--- src/rtl/lapd_pkg.sv ---
package lapd_pkg;
  typedef enum logic [2:0] {
    ST_IDLE,
    ST_OPEN,
    ST_DATA,
    ST_FCS,
    ST_CLOSE
  } tx_state_t;

  localparam logic [7:0]  FLAG_BYTE = 8'h7E;
  localparam logic [15:0] CRC_POLY  = 16'h1021;
  localparam logic [15:0] CRC_INIT  = 16'hFFFF;
  localparam int          STUFF_RUN = 5;
endpackage

--- src/rtl/lapd_msg_ram.sv ---
module lapd_msg_ram #(
  parameter int DEPTH = 128,
  parameter int DW    = 8
) (
  input  logic                     clk,
  input  logic                     we,
  input  logic [$clog2(DEPTH)-1:0] waddr,
  input  logic [DW-1:0]            wdata,
  input  logic [$clog2(DEPTH)-1:0] raddr,
  output logic [DW-1:0]            rdata
);
  logic [DW-1:0] mem [DEPTH];

  // single write port, registered read: maps to one block RAM
  always_ff @(posedge clk) begin
    if (we) mem[waddr] <= wdata;
    rdata <= mem[raddr];
  end
endmodule

--- src/rtl/lapd_crc_step.sv ---
module lapd_crc_step #(
  parameter int           W    = 16,
  parameter logic [W-1:0] POLY = 16'h1021
) (
  input  logic [W-1:0] crc_in,
  input  logic         din,
  output logic [W-1:0] crc_out
);
  logic fb;

  always_comb begin
    fb      = din ^ crc_in[W-1];
    crc_out = {crc_in[W-2:0], 1'b0} ^ (fb ? POLY : '0);
  end
endmodule

--- src/rtl/lapd_tx.sv ---
module lapd_tx
  import lapd_pkg::*;
#(
  parameter int DEPTH     = 128,
  parameter int LEN_SHORT = 76,
  parameter int LEN_LONG  = 82
) (
  input  logic                     clk,
  input  logic                     rst,
  input  logic                     wr_en,
  input  logic [$clog2(DEPTH)-1:0] wr_addr,
  input  logic [7:0]               wr_data,
  input  logic                     len_sel,
  input  logic                     start,
  input  logic                     bit_req,
  output logic                     tx_bit,
  output logic                     busy,
  output logic                     done_irq
);
  localparam int AW = $clog2(DEPTH);
  localparam int CW = $clog2(STUFF_RUN + 1);

  tx_state_t      st;
  logic [2:0]     bc;
  logic [3:0]     fc;
  logic [AW-1:0]  nidx;
  logic [AW-1:0]  len_q;
  logic [7:0]     sh;
  logic [7:0]     rd_q;
  logic [15:0]    crc;
  logic [15:0]    crc_nx;
  logic [CW-1:0]  ones;
  logic           stuff;

  // message memory, read address always points at the next byte to load
  lapd_msg_ram #(.DEPTH(DEPTH), .DW(8)) u_ram (
    .clk   (clk),
    .we    (wr_en & ~busy),
    .waddr (wr_addr),
    .wdata (wr_data),
    .raddr (nidx),
    .rdata (rd_q)
  );

  lapd_crc_step #(.W(16), .POLY(CRC_POLY)) u_crc (
    .crc_in  (crc),
    .din     (sh[0]),
    .crc_out (crc_nx)
  );

  always_comb begin
    stuff = (ones == CW'(STUFF_RUN)) &&
            ((st == ST_DATA) || (st == ST_FCS) || ((st == ST_CLOSE) && (bc == 3'd0)));
  end

  always_ff @(posedge clk) begin
    if (rst) begin
      st       <= ST_IDLE;
      bc       <= '0;
      fc       <= '0;
      nidx     <= '0;
      len_q    <= '0;
      sh       <= '0;
      crc      <= CRC_INIT;
      ones     <= '0;
      tx_bit   <= 1'b0;
      busy     <= 1'b0;
      done_irq <= 1'b0;
    end else begin
      done_irq <= 1'b0;
      if (start && !busy) begin
        busy  <= 1'b1;
        len_q <= len_sel ? AW'(LEN_LONG) : AW'(LEN_SHORT);
      end
      if (bit_req) begin
        if (stuff) begin
          tx_bit <= 1'b0;
          ones   <= '0;
        end else begin
          unique case (st)
            ST_IDLE: begin
              tx_bit <= FLAG_BYTE[bc];
              bc     <= bc + 3'd1;
              if (busy && bc == 3'd0) st <= ST_OPEN;
            end
            ST_OPEN: begin
              tx_bit <= FLAG_BYTE[bc];
              bc     <= bc + 3'd1;
              if (bc == 3'd7) begin
                st   <= ST_DATA;
                sh   <= rd_q;
                nidx <= nidx + 1'b1;
                crc  <= CRC_INIT;
                ones <= '0;
              end
            end
            ST_DATA: begin
              tx_bit <= sh[0];
              sh     <= sh >> 1;
              crc    <= crc_nx;
              ones   <= sh[0] ? ones + 1'b1 : '0;
              bc     <= bc + 3'd1;
              if (bc == 3'd7) begin
                if (nidx == len_q) begin
                  st <= ST_FCS;
                  fc <= '0;
                end else begin
                  sh   <= rd_q;
                  nidx <= nidx + 1'b1;
                end
              end
            end
            ST_FCS: begin
              tx_bit <= ~crc[15];
              crc    <= {crc[14:0], 1'b0};
              ones   <= ~crc[15] ? ones + 1'b1 : '0;
              fc     <= fc + 4'd1;
              if (fc == 4'd15) begin
                st <= ST_CLOSE;
                bc <= '0;
              end
            end
            ST_CLOSE: begin
              tx_bit <= FLAG_BYTE[bc];
              bc     <= bc + 3'd1;
              if (bc == 3'd7) begin
                st       <= ST_IDLE;
                busy     <= 1'b0;
                done_irq <= 1'b1;
                nidx     <= '0;
              end
            end
            default: st <= ST_IDLE;
          endcase
        end
      end
    end
  end
endmodule

--- config.mk ---
export PLATFORM = sky130hd
export DESIGN_NAME = lapd_tx
export DESIGN_NICKNAME = d
export VERILOG_FILES = /design/src/rtl/lapd_pkg.sv /design/src/rtl/lapd_msg_ram.sv /design/src/rtl/lapd_crc_step.sv /design/src/rtl/lapd_tx.sv
export SDC_FILE = /design/constraint.sdc
export NUM_CORES = 1
export LEC_CHECK = 0
export BUFFER_PORTS_ARGS = -buffer_cell sky130_fd_sc_hd__buf_2
export CAP_MARGIN = 5
export CORE_MARGIN = 8
export CORE_UTILIZATION = 60
export CTS_BUF_LIST = sky130_fd_sc_hd__clkbuf_2
export DETAILED_ROUTE_END_ITERATION = 8
export GPL_TIMING_DRIVEN = 0
export PLACE_DENSITY = 0.76
export RECOVER_POWER = 50
export SLEW_MARGIN = 20
export SYNTH_ARGS = -nofsm -noshare
export SYNTH_HDL_FRONTEND = slang
export SYNTH_SLANG_ARGS = --single-unit
--- constraint.sdc ---
create_clock -name clk -period 7.3 [get_ports clk]
set_clock_uncertainty 0.15 [all_clocks]
set_input_delay 0.365 -clock clk [delete_from_list [all_inputs] [get_ports clk]]
set_output_delay 0.365 -clock clk [all_outputs]
set_load 0.01 [all_outputs]
After elaboration in Yosys (flattened, before gate mapping):

Memories as Yosys holds them, arrays and structs flattened. A register that Yosys moved wholly into a read port is not among the register bits.
Index checks and enable logic that the tools add are counted.

* memory bits (writable): 1024
* memories: 2
* output and inout port bits: 3
* input port bits: 21
* ROM bits: 8
* register bits after elaboration: 54

Memories
* u_ram.mem: depth 128, width 8, rd ports 1, clocked after Yosys merged registers in 1, write ports 1, line lapd_msg_ram.sv:12 `logic [DW-1:0] mem [DEPTH];`
* (no name shown): depth 8, width 1, rd ports 1, clocked after Yosys merged registers in 1, write ports 0, line lapd_tx.sv:124 `tx_bit <= FLAG_BYTE[bc];`

* eq/ne operators: 16
* order comparisons: 1
* $add $sub $neg: 4
* muxes and demuxes: 42
* reductions and logical operators: 27
* bitwise logic cells: 8

Operators by type and width (count)
* $pmux 16 s3: 1
* $mux 3: 12
* $mux 7: 4
* $mux 8: 3
* $pmux 7 s3: 1
* $mux 16: 1
* $pmux 8 s2: 1
* $xor 16x16->16: 1
* $pmux 3 s5: 1
* $mux 13: 1
* $reduce_and 4->1: 3
* $mux 1: 10
* $eq 3x3->1 const B: 3
* $pmux 3 s3: 1
* $mux 4: 2
* $ne 2x1->1 const B: 4
* $pmux 4 s2: 1
* $reduce_and 8->1: 1
* $reduce_bool 4->1: 2
* $reduce_or 4->1: 2
* $add 7x1->7 const B: 1
* $eq 7x7->1: 1
* $reduce_and 7->1: 1
* $add 3x1->3 const B: 2
* 23 further kinds: 38

Logic depth before layout (Yosys ltp):

Gate-level depths: netlist (run 1).

* word-level depth: 8
* mapped depth: 11

By module:

A second synthesis (run 1) with hierarchy kept.

* cell total of the unflattened synthesis: 1973
* area, all modules: 42600.9 um^2

Modules (own cells, without submodules)
* lapd_msg_ram: seq. area each 30909.6 um^2, instances 1, cells each 1635, area an instance 39665.5 um^2
* lapd_tx: seq. area each 1021.0 um^2, instances 1, cells each 321, area an instance 2773.9 um^2
* lapd_crc_step: seq. area each 0.0 um^2, instances 1, cells each 17, area an instance 161.4 um^2

Worst setup path before layout (run 1):

Ideal clock, no wire load.

* path type: input-to-reg
* start: in wr_addr[2]
* end: mem u_ram.mem[109][0], enable pin
* data required time: 6.780 ns
* stages: 5
* library setup time: 0.370 ns
* arrival: 1.861 ns
* setup slack: 4.919 ns
* buffers on the path: 2
* cells stage by stage: clkbuf_1 > nand3b_1 > or3b_2 > clkbuf_1 > nor2_1

RTL lines
* start, declared: line lapd_tx.sv:11 `input logic [$clog2(DEPTH)-1:0] wr_addr,`
* end, declared: line lapd_msg_ram.sv:12

No word-level cell before the write port.

Final worst setup path (run 1):

* start: in wr_data[4]
* end: mem u_ram.mem[5][4], data pin

RTL lines
* start, declared: line lapd_tx.sv:12 `input logic [7:0] wr_data,`

No word-level cell before the write port.

==> metrics.md, run 1 <==
| Metric | Value |
|---|---|
| Fill count | `4,699` |
| Post-layout util | `65.98%` |
| PwrDens | `233.2 nW/um2` |
| DP Wirelength | `77,970 um` |
| Largest net degree at the start of global routing | `91` |
| Ys async rst share | `0%` |
| Max-Cap Viols | `16` |
| Post-CTS Resized | `0` |
| Hold Path End | `u_ram.mem[75][1]$_DFFE_PP_` |
| Startpoint types | `primary input` |
| Remaining antenna violation count after routing | `0` |
| Critical path type | `primary input to flop` |
| Sequential area share after synthesis | `74.62%` |
| Layout cells sized above 1 | `29.64%` |
| RSZ-0062 raised after global routing | `false` |
| GRT Util Overall | `29.53%` |
| Worst-margin pin slew | `3815 ps` |
| Die Height | `283.1 um` |
| GPL Wtd Cong | `0.9689` |
| Core area | `71,000 um2` |
| CP Max Fanout | `72` |
| Total clock sinks | `~1,100` |
| Register area | `31,930 um2` |
| Crit. End Element | `flop` |
| Worst reg2reg path endpoint | `u_ram.rdata[7]$_DFF_P_` |
| Most area-hungry cell type in the Yosys netlist | `edfxtp_1` |
| Inserted Clock Buffers | `between 200 and 300` |
| Total Power | `around 11 mW` |
| Initial Utilization | `60.27%` |
| Crit path max-delay family | `buffers and inverters` |
| Setup bufs post-CTS | `0` |
| VDD IR-drop max | `166.0 uV` |
| Syn nets | `approximately 2,200` |
| WP buf/inv | `5` |
| Post-synth EDFFs | `1,024` |
| Routed vias/inst | `slightly below 7` |
| Most frequent cells in the layout | `edfxtp_1, clkbuf_2, mux4_2, nor2_1, clkbuf_1` |
| Final setup fails | `0` |
| Static leakage | `between 10 and 15 nW` |
| Vias in the first global route | `24,320` |
| First-pass GRT wire length | `approximately 170,000 um` |
| Crit path required time | `7790 ps` |
| CTS root buf | `clkbuf_2` |
| Initial antenna violation count | `6` |
| Violated checks | `capacitance limit, slew limit` |
| Latest clock arrival within the worst-skew pair | `1490 ps` |
| Pre-CTS setup slack | `between 3000 and 4000 ps` |
| H-tree levels | `5` |
| Period minus WS final | `5392 ps` |
| Hold path depth | `4` |
| Yosys cell types | `71` |
| Setup ws final | `around 1900 ps` |
| Synthesis-to-layout area growth | `9.462%` |
| CP arrival | `about 6000 ps` |
| Vias | `24,800` |
| Internal reg-to-reg setup slack | `approximately 2400 ps` |
| Nets | `2,522` |
| Dpl cell area | `between 40,000 and 50,000 um2` |
| Mapped cell area | `approximately 43,000 um2` |
| TNS Setup | `0 ps` |
| R2R depth | `10` |
| Multi-input logic area | `about 10000 um2` |
| Hold-fix buffers, CTS | `52` |
| Remaining DRCs | `0` |
| Die Wd | `283.1 um` |
| CP max-delay cell | `clkbuf_1` |
| Synth Area per Inst | `about 20 um2` |
| Final WL | `120,700 um` |
| FP Rows | `98` |
| Clk slew on worst S/H paths | `110 ps` |
| Die area | `80,120 um2` |
| Iter 0 DRT Violations | `4,279` |
| Final Instance Area | `46,840 um2` |
| CTS tree | `done` |
| GRT overflow | `0` |
| Synth warn | `0` |
| Slew margin rel. | `-154.3%` |
| Drt wl/cell | `33.43 um` |
| Max incr delay on CP | `2480 ps` |
| Slew Limit Fails | `between 1,000 and 1,500` |
| Area share of the largest cell type after synthesis | `71.86%` |
| Outcome | `finished with violations` |
| Commonest non-fill, non-tap cell in the layout | `edfxtp_1` |
| Hold WC Path Type | `primary input to flop` |
| Final Cycle Share | `73.87%` |
| Hold Fails Final Rpt | `0` |
| Synth area leaders | `edfxtp_1, mux4_2, dfxtp_1, nor2_1, mux2i_1` |
| Clock buffer depth | `4` |
| Setup crit start | `wr_data[4]` |
| Critical R2R Launch | `nidx[0]$_SDFFE_PP0P_` |
| Most frequent CP cell | `clkbuf_1` |
| Io pins | `24` |
| Post-synth top flop | `edfxtp_1` |
| Seq cells post-synth | `1,083` |
| Port bufs | `20` |
| Cells after Synth | `approximately 2,100` |
| DRT Pass-1 Iters | `7` |
| Hold path start | `wr_addr[2]` |
| Cell chain of the critical path | `dlygate4sd3_1 > dlygate4sd3_1 > clkbuf_1 > clkbuf_1 > clkbuf_1` |
| Fmax | `185.5 MHz` |
[worst max-delay path by stage]
stage | end | slack [ps] | cells after the start
floorplan | u_ram.mem[109][0]$_DFFE_PP_ | 4920 | 5
global route | u_ram.mem[2][5]$_DFFE_PP_ | 1680 | 5
CTS | u_ram.rdata[2]$_DFF_P_ | 3450 | 8
finish | u_ram.mem[5][4]$_DFFE_PP_ | 1910 | 5
global placement | u_ram.rdata[2]$_DFF_P_ | 3390 | 7
detailed placement | u_ram.rdata[2]$_DFF_P_ | 3450 | 8
[routing by layer]
metal	up-vias	GRT usage (%)	routed length, um
met5	-	0	23
met4	4	15.86	7091
met3	458	9.309	16900
met2	2268	44.70	55110
met1	12430	38.45	41530
li1	9648	-	-
[worst min-delay path: stages]
cell	delay (ps)
dlygate4sd3_1	520
buf_2	150
nand3b_1	260
nor2_1	250
[Yosys cell counts (7+ instances only)]
cell type and n:
nand3b_1 9, nand2_1 56, a31oi_1 12, a2111oi_0 8, or3_1 9, a21oi_1 28
buf_8 8, o21bai_1 18, mux2_2 9, o21ai_1 7, nor2b_1 24, nand4_1 7
nor2_1 198, edfxtp_1 1024, buf_6 24, dfxtp_1 59, mux2i_1 37, ha_1 7
nor3_1 33, buf_4 16, inv_1 12, a22oi_1 16, o211ai_1 8, o22ai_1 10
o21ai_0 16, clkbuf_1 39, a211oi_1 19, buf_2 27, nand3_1 26, mux4_2 279
[per-stage QoR]
step / std cells / hold WS (ps)
finish: 3609 / 173.8
global route: 3608 / 166.1
CTS: 3602 / 26.33
detailed placement: 3108 / 328.3
global placement: 3100 / 295.0
floorplan: 2130 / 283.5
[flip-flops by register name, summed over array words and instances (netlist names), named ones only]
register / flops
bc: 3
nidx: 7
sh: 8
u_ram.mem: 1024
crc: 16
u_ram.rdata: 8
fc: 4
tx_bit: 1
done_irq: 1
len_q: 3
st: 3
ones: 3
busy: 1
[layout make-up]
class	instances	area share [%]
Tap cell	950	2.538
Inverter	12	0.09616
Timing Repair Buffer	80	1.255
Buffer	120	1.755
Clock buffer	377	4.028
Antenna cell	7	0.03740
Clock inverter	65	0.8200
Multi-Input combinational cell	915	21.30
Sequential cell	1083	68.17
[power breakdown]
part | internal, mW | total [mW] | switching (mW)
registers | 6.81 | 6.82 | 0.00741
logic | 0.0405 | 0.201 | 0.160
clock network | 1.55 | 3.91 | 2.35
total | 8.40 | 10.9 | 2.52
[cells by family after synthesis]
family / Yosys count / synth area share (%)
and+or+nand+nor: 403 / 4.348
DFF: 1083 / 74.62
muxes: 326 / 15.81
adders and majority gates: 7 / 0.2047
AOI/OAI and AO/OA: 174 / 2.851
xor gates and xnor gates: 5 / 0.1024
buffers and inverters: 132 / 2.064
Note: power is estimated with default switching activity, not from simulation.
==> inputs of run 2 (changes only) <==
==> constraint.sdc (replaced) <==
create_clock -name clk -period 5 [get_ports clk]
set_clock_uncertainty 0.15 [all_clocks]
set_input_delay 0.25 -clock clk [delete_from_list [all_inputs] [get_ports clk]]
set_output_delay 0.25 -clock clk [all_outputs]
set_load 0.01 [all_outputs]
==> metrics.md, run 2 (synthesis gave the netlist of run 1 again) <==
| Metric | Value |
|---|---|
| Drt wl/cell | `between 30 and 40 um` |
| Largest Register | `u_ram.mem` |
| Total clock sinks | `1,083` |
| Internal reg-to-reg setup slack | `540 ps` |
| Hold path depth | `4` |
| Crit. End Element | `flop` |
| CTS root buf | `clkbuf_2` |
| Iter 0 DRT Violations | `4,253` |
| FP Rows | `98` |
| Vias | `24,700` |
| Die Wd | `283.1 um` |
| TNS Setup | `0 ps` |
| Clock buffer depth | `4` |
| Hold Fails Final Rpt | `0` |
| DRT Pass-1 Iters | `7` |
| Number of flip-flops in the largest register | `about 1,000` |
| Final setup fails | `0` |
| GRT Util Overall | `29.54%` |
| Remaining DRCs | `0` |
| Slew Limit Fails | `847` |
| Commonest non-fill, non-tap cell in the layout | `edfxtp_1` |
| PwrDens | `340.1 nW/um2` |
| Fill count | `4,678` |
| VDD IR-drop max | `243.2 uV` |
| Hold WC Path Type | `primary input to flop` |
| Crit path required time | `6100 ps` |
| Critical R2R Launch | `nidx[0]$_SDFFE_PP0P_` |
| CTS tree | `done` |
| Biggest regs | `u_ram.mem (1024), crc (16)` |
| Violated checks | `capacitance limit, slew limit` |
| CP arrival | `5550 ps` |
| Period minus WS final | `4455 ps` |
| Hold-fix buffers, CTS | `57` |
| Hold Path End | `u_ram.mem[74][6]$_DFFE_PP_` |
| Initial antenna violation count | `7` |
| GRT overflow | `0` |
| Vias in the first global route | `24,320` |
| Synthesis-to-layout area growth | `9.728%` |
| GPL Wtd Cong | `0.9689` |
| Remaining antenna violation count after routing | `0` |
| Largest net degree at the start of global routing | `91` |
| Final WL | `120,700 um` |
| Clk slew on worst S/H paths | `110 ps` |
| Inst Count DP | `3,108` |
| Non-filler cells in the finished layout | `~3,600` |
| Static leakage | `~15 nW` |
| Routed vias/inst | `6.826` |
| Die Height | `~280 um` |
| Worst reg2reg path endpoint | `u_ram.rdata[4]$_DFF_P_` |
| Final Instance Area | `46,960 um2` |
| Most frequent cells in the layout | `edfxtp_1, clkbuf_2, mux4_2, nor2_1, dfxtp_1` |
| Core area | `about 70,000 um2` |
| Dpl cell area | `44,320 um2` |
| Post-CTS Resized | `0` |
| Initial Utilization | `60.27%` |
| Outcome | `finished with violations` |
| Slew margin rel. | `-98.61%` |
| Total Power | `15.97 mW` |
| Nets | `2,527` |
| Setup bufs post-CTS | `0` |
| Fmax | `224.5 MHz` |
| Final Cycle Share | `~89%` |
| Inserted Clock Buffers | `between 200 and 300` |
| Critical path type | `flop to flop` |
| CP Max Fanout | `10` |
| DP Wirelength | `77,970 um` |
| Io pins | `24` |
| Hold path start | `wr_addr[1]` |
| Worst-margin pin slew | `roughly 3000 ps` |
| Max-Cap Viols | `13` |
| R2R depth | `9` |
| Startpoint types | `flop` |
| First-pass GRT wire length | `around 170,000 um` |
| Latest clock arrival within the worst-skew pair | `1540 ps` |
| Port bufs | `20` |
| Layout cells sized above 1 | `30.03%` |
| H-tree levels | `5` |
| RSZ-0062 raised after global routing | `false` |
| Post-layout util | `about two thirds` |
| Die area | `80,120 um2` |
## run 2: how the worst max path moves through the flow
| stage | from | end | slack, ps | depth (start not counted) |
|---|---|---|---|---|
| CTS | nidx[3]$_SDFFE_PP0P_ | u_ram.rdata[2]$_DFF_P_ | 1150 | 8 |
| global route | nidx[0]$_SDFFE_PP0P_ | u_ram.rdata[7]$_DFF_P_ | 580 | 10 |
| global placement | nidx[3]$_SDFFE_PP0P_ | u_ram.rdata[2]$_DFF_P_ | 1090 | 7 |
| finish | nidx[0]$_SDFFE_PP0P_ | u_ram.rdata[4]$_DFF_P_ | 540 | 9 |
| detailed placement | nidx[3]$_SDFFE_PP0P_ | u_ram.rdata[2]$_DFF_P_ | 1150 | 8 |
| floorplan | nidx[1]$_SDFFE_PP0P_ | u_ram.rdata[7]$_DFF_P_ | 2690 | 8 |
## run 2: critical path, stage by stage (launching register included)
cell and delay (ps):
dfxtp_1 380, buf_6 210, clkbuf_1 1030, buf_8 340
buf_6 290, or3b_1 280, o22ai_1 120, a311oi_1 370
nand3_1 230, a311oi_1 820
## run 2: layout make-up
type,count,area (um2),share of cell area (%)
buffer,120,829.5,1.767
clock inverter,65,384.1,0.8181
multi-input combinational,915,9978,21.25
tap,950,1189,2.531
inverter,12,45.04,0.09593
timing repair buffer,85,681.9,1.452
clock buffer,377,1887,4.018
sequential,1083,31930,68.00
antenna,12,30.03,0.06395
## run 2: stage by stage
step	setup slack [ps]	hold slack, ps
floorplan	2691	195.6
global placement	1090	295.0
detailed placement	1147	325.9
CTS	1147	2.491
global route	577.5	19.02
finish	544.7	103.4
## run 2: routing by layer
layer / global-route usage [%] / up-vias / share of wire (%)
met4: 15.83 / 4 / 5.8
met1: 38.74 / 12370 / 34
met3: 9.133 / 431 / 14
met2: 44.60 / 2243 / 46
met5: 0 / - / 0.019
li1: - / 9654 / -
## run 2: power breakdown
part	total, mW	leakage [nW]	internal [mW]	switching [mW]
combinational	0.298	3.37	0.0648	0.234
sequential	9.94	9.68	9.93	0.0107
clock	5.73	1.76	2.27	3.46
total	16.0	14.8	12.3	3.70
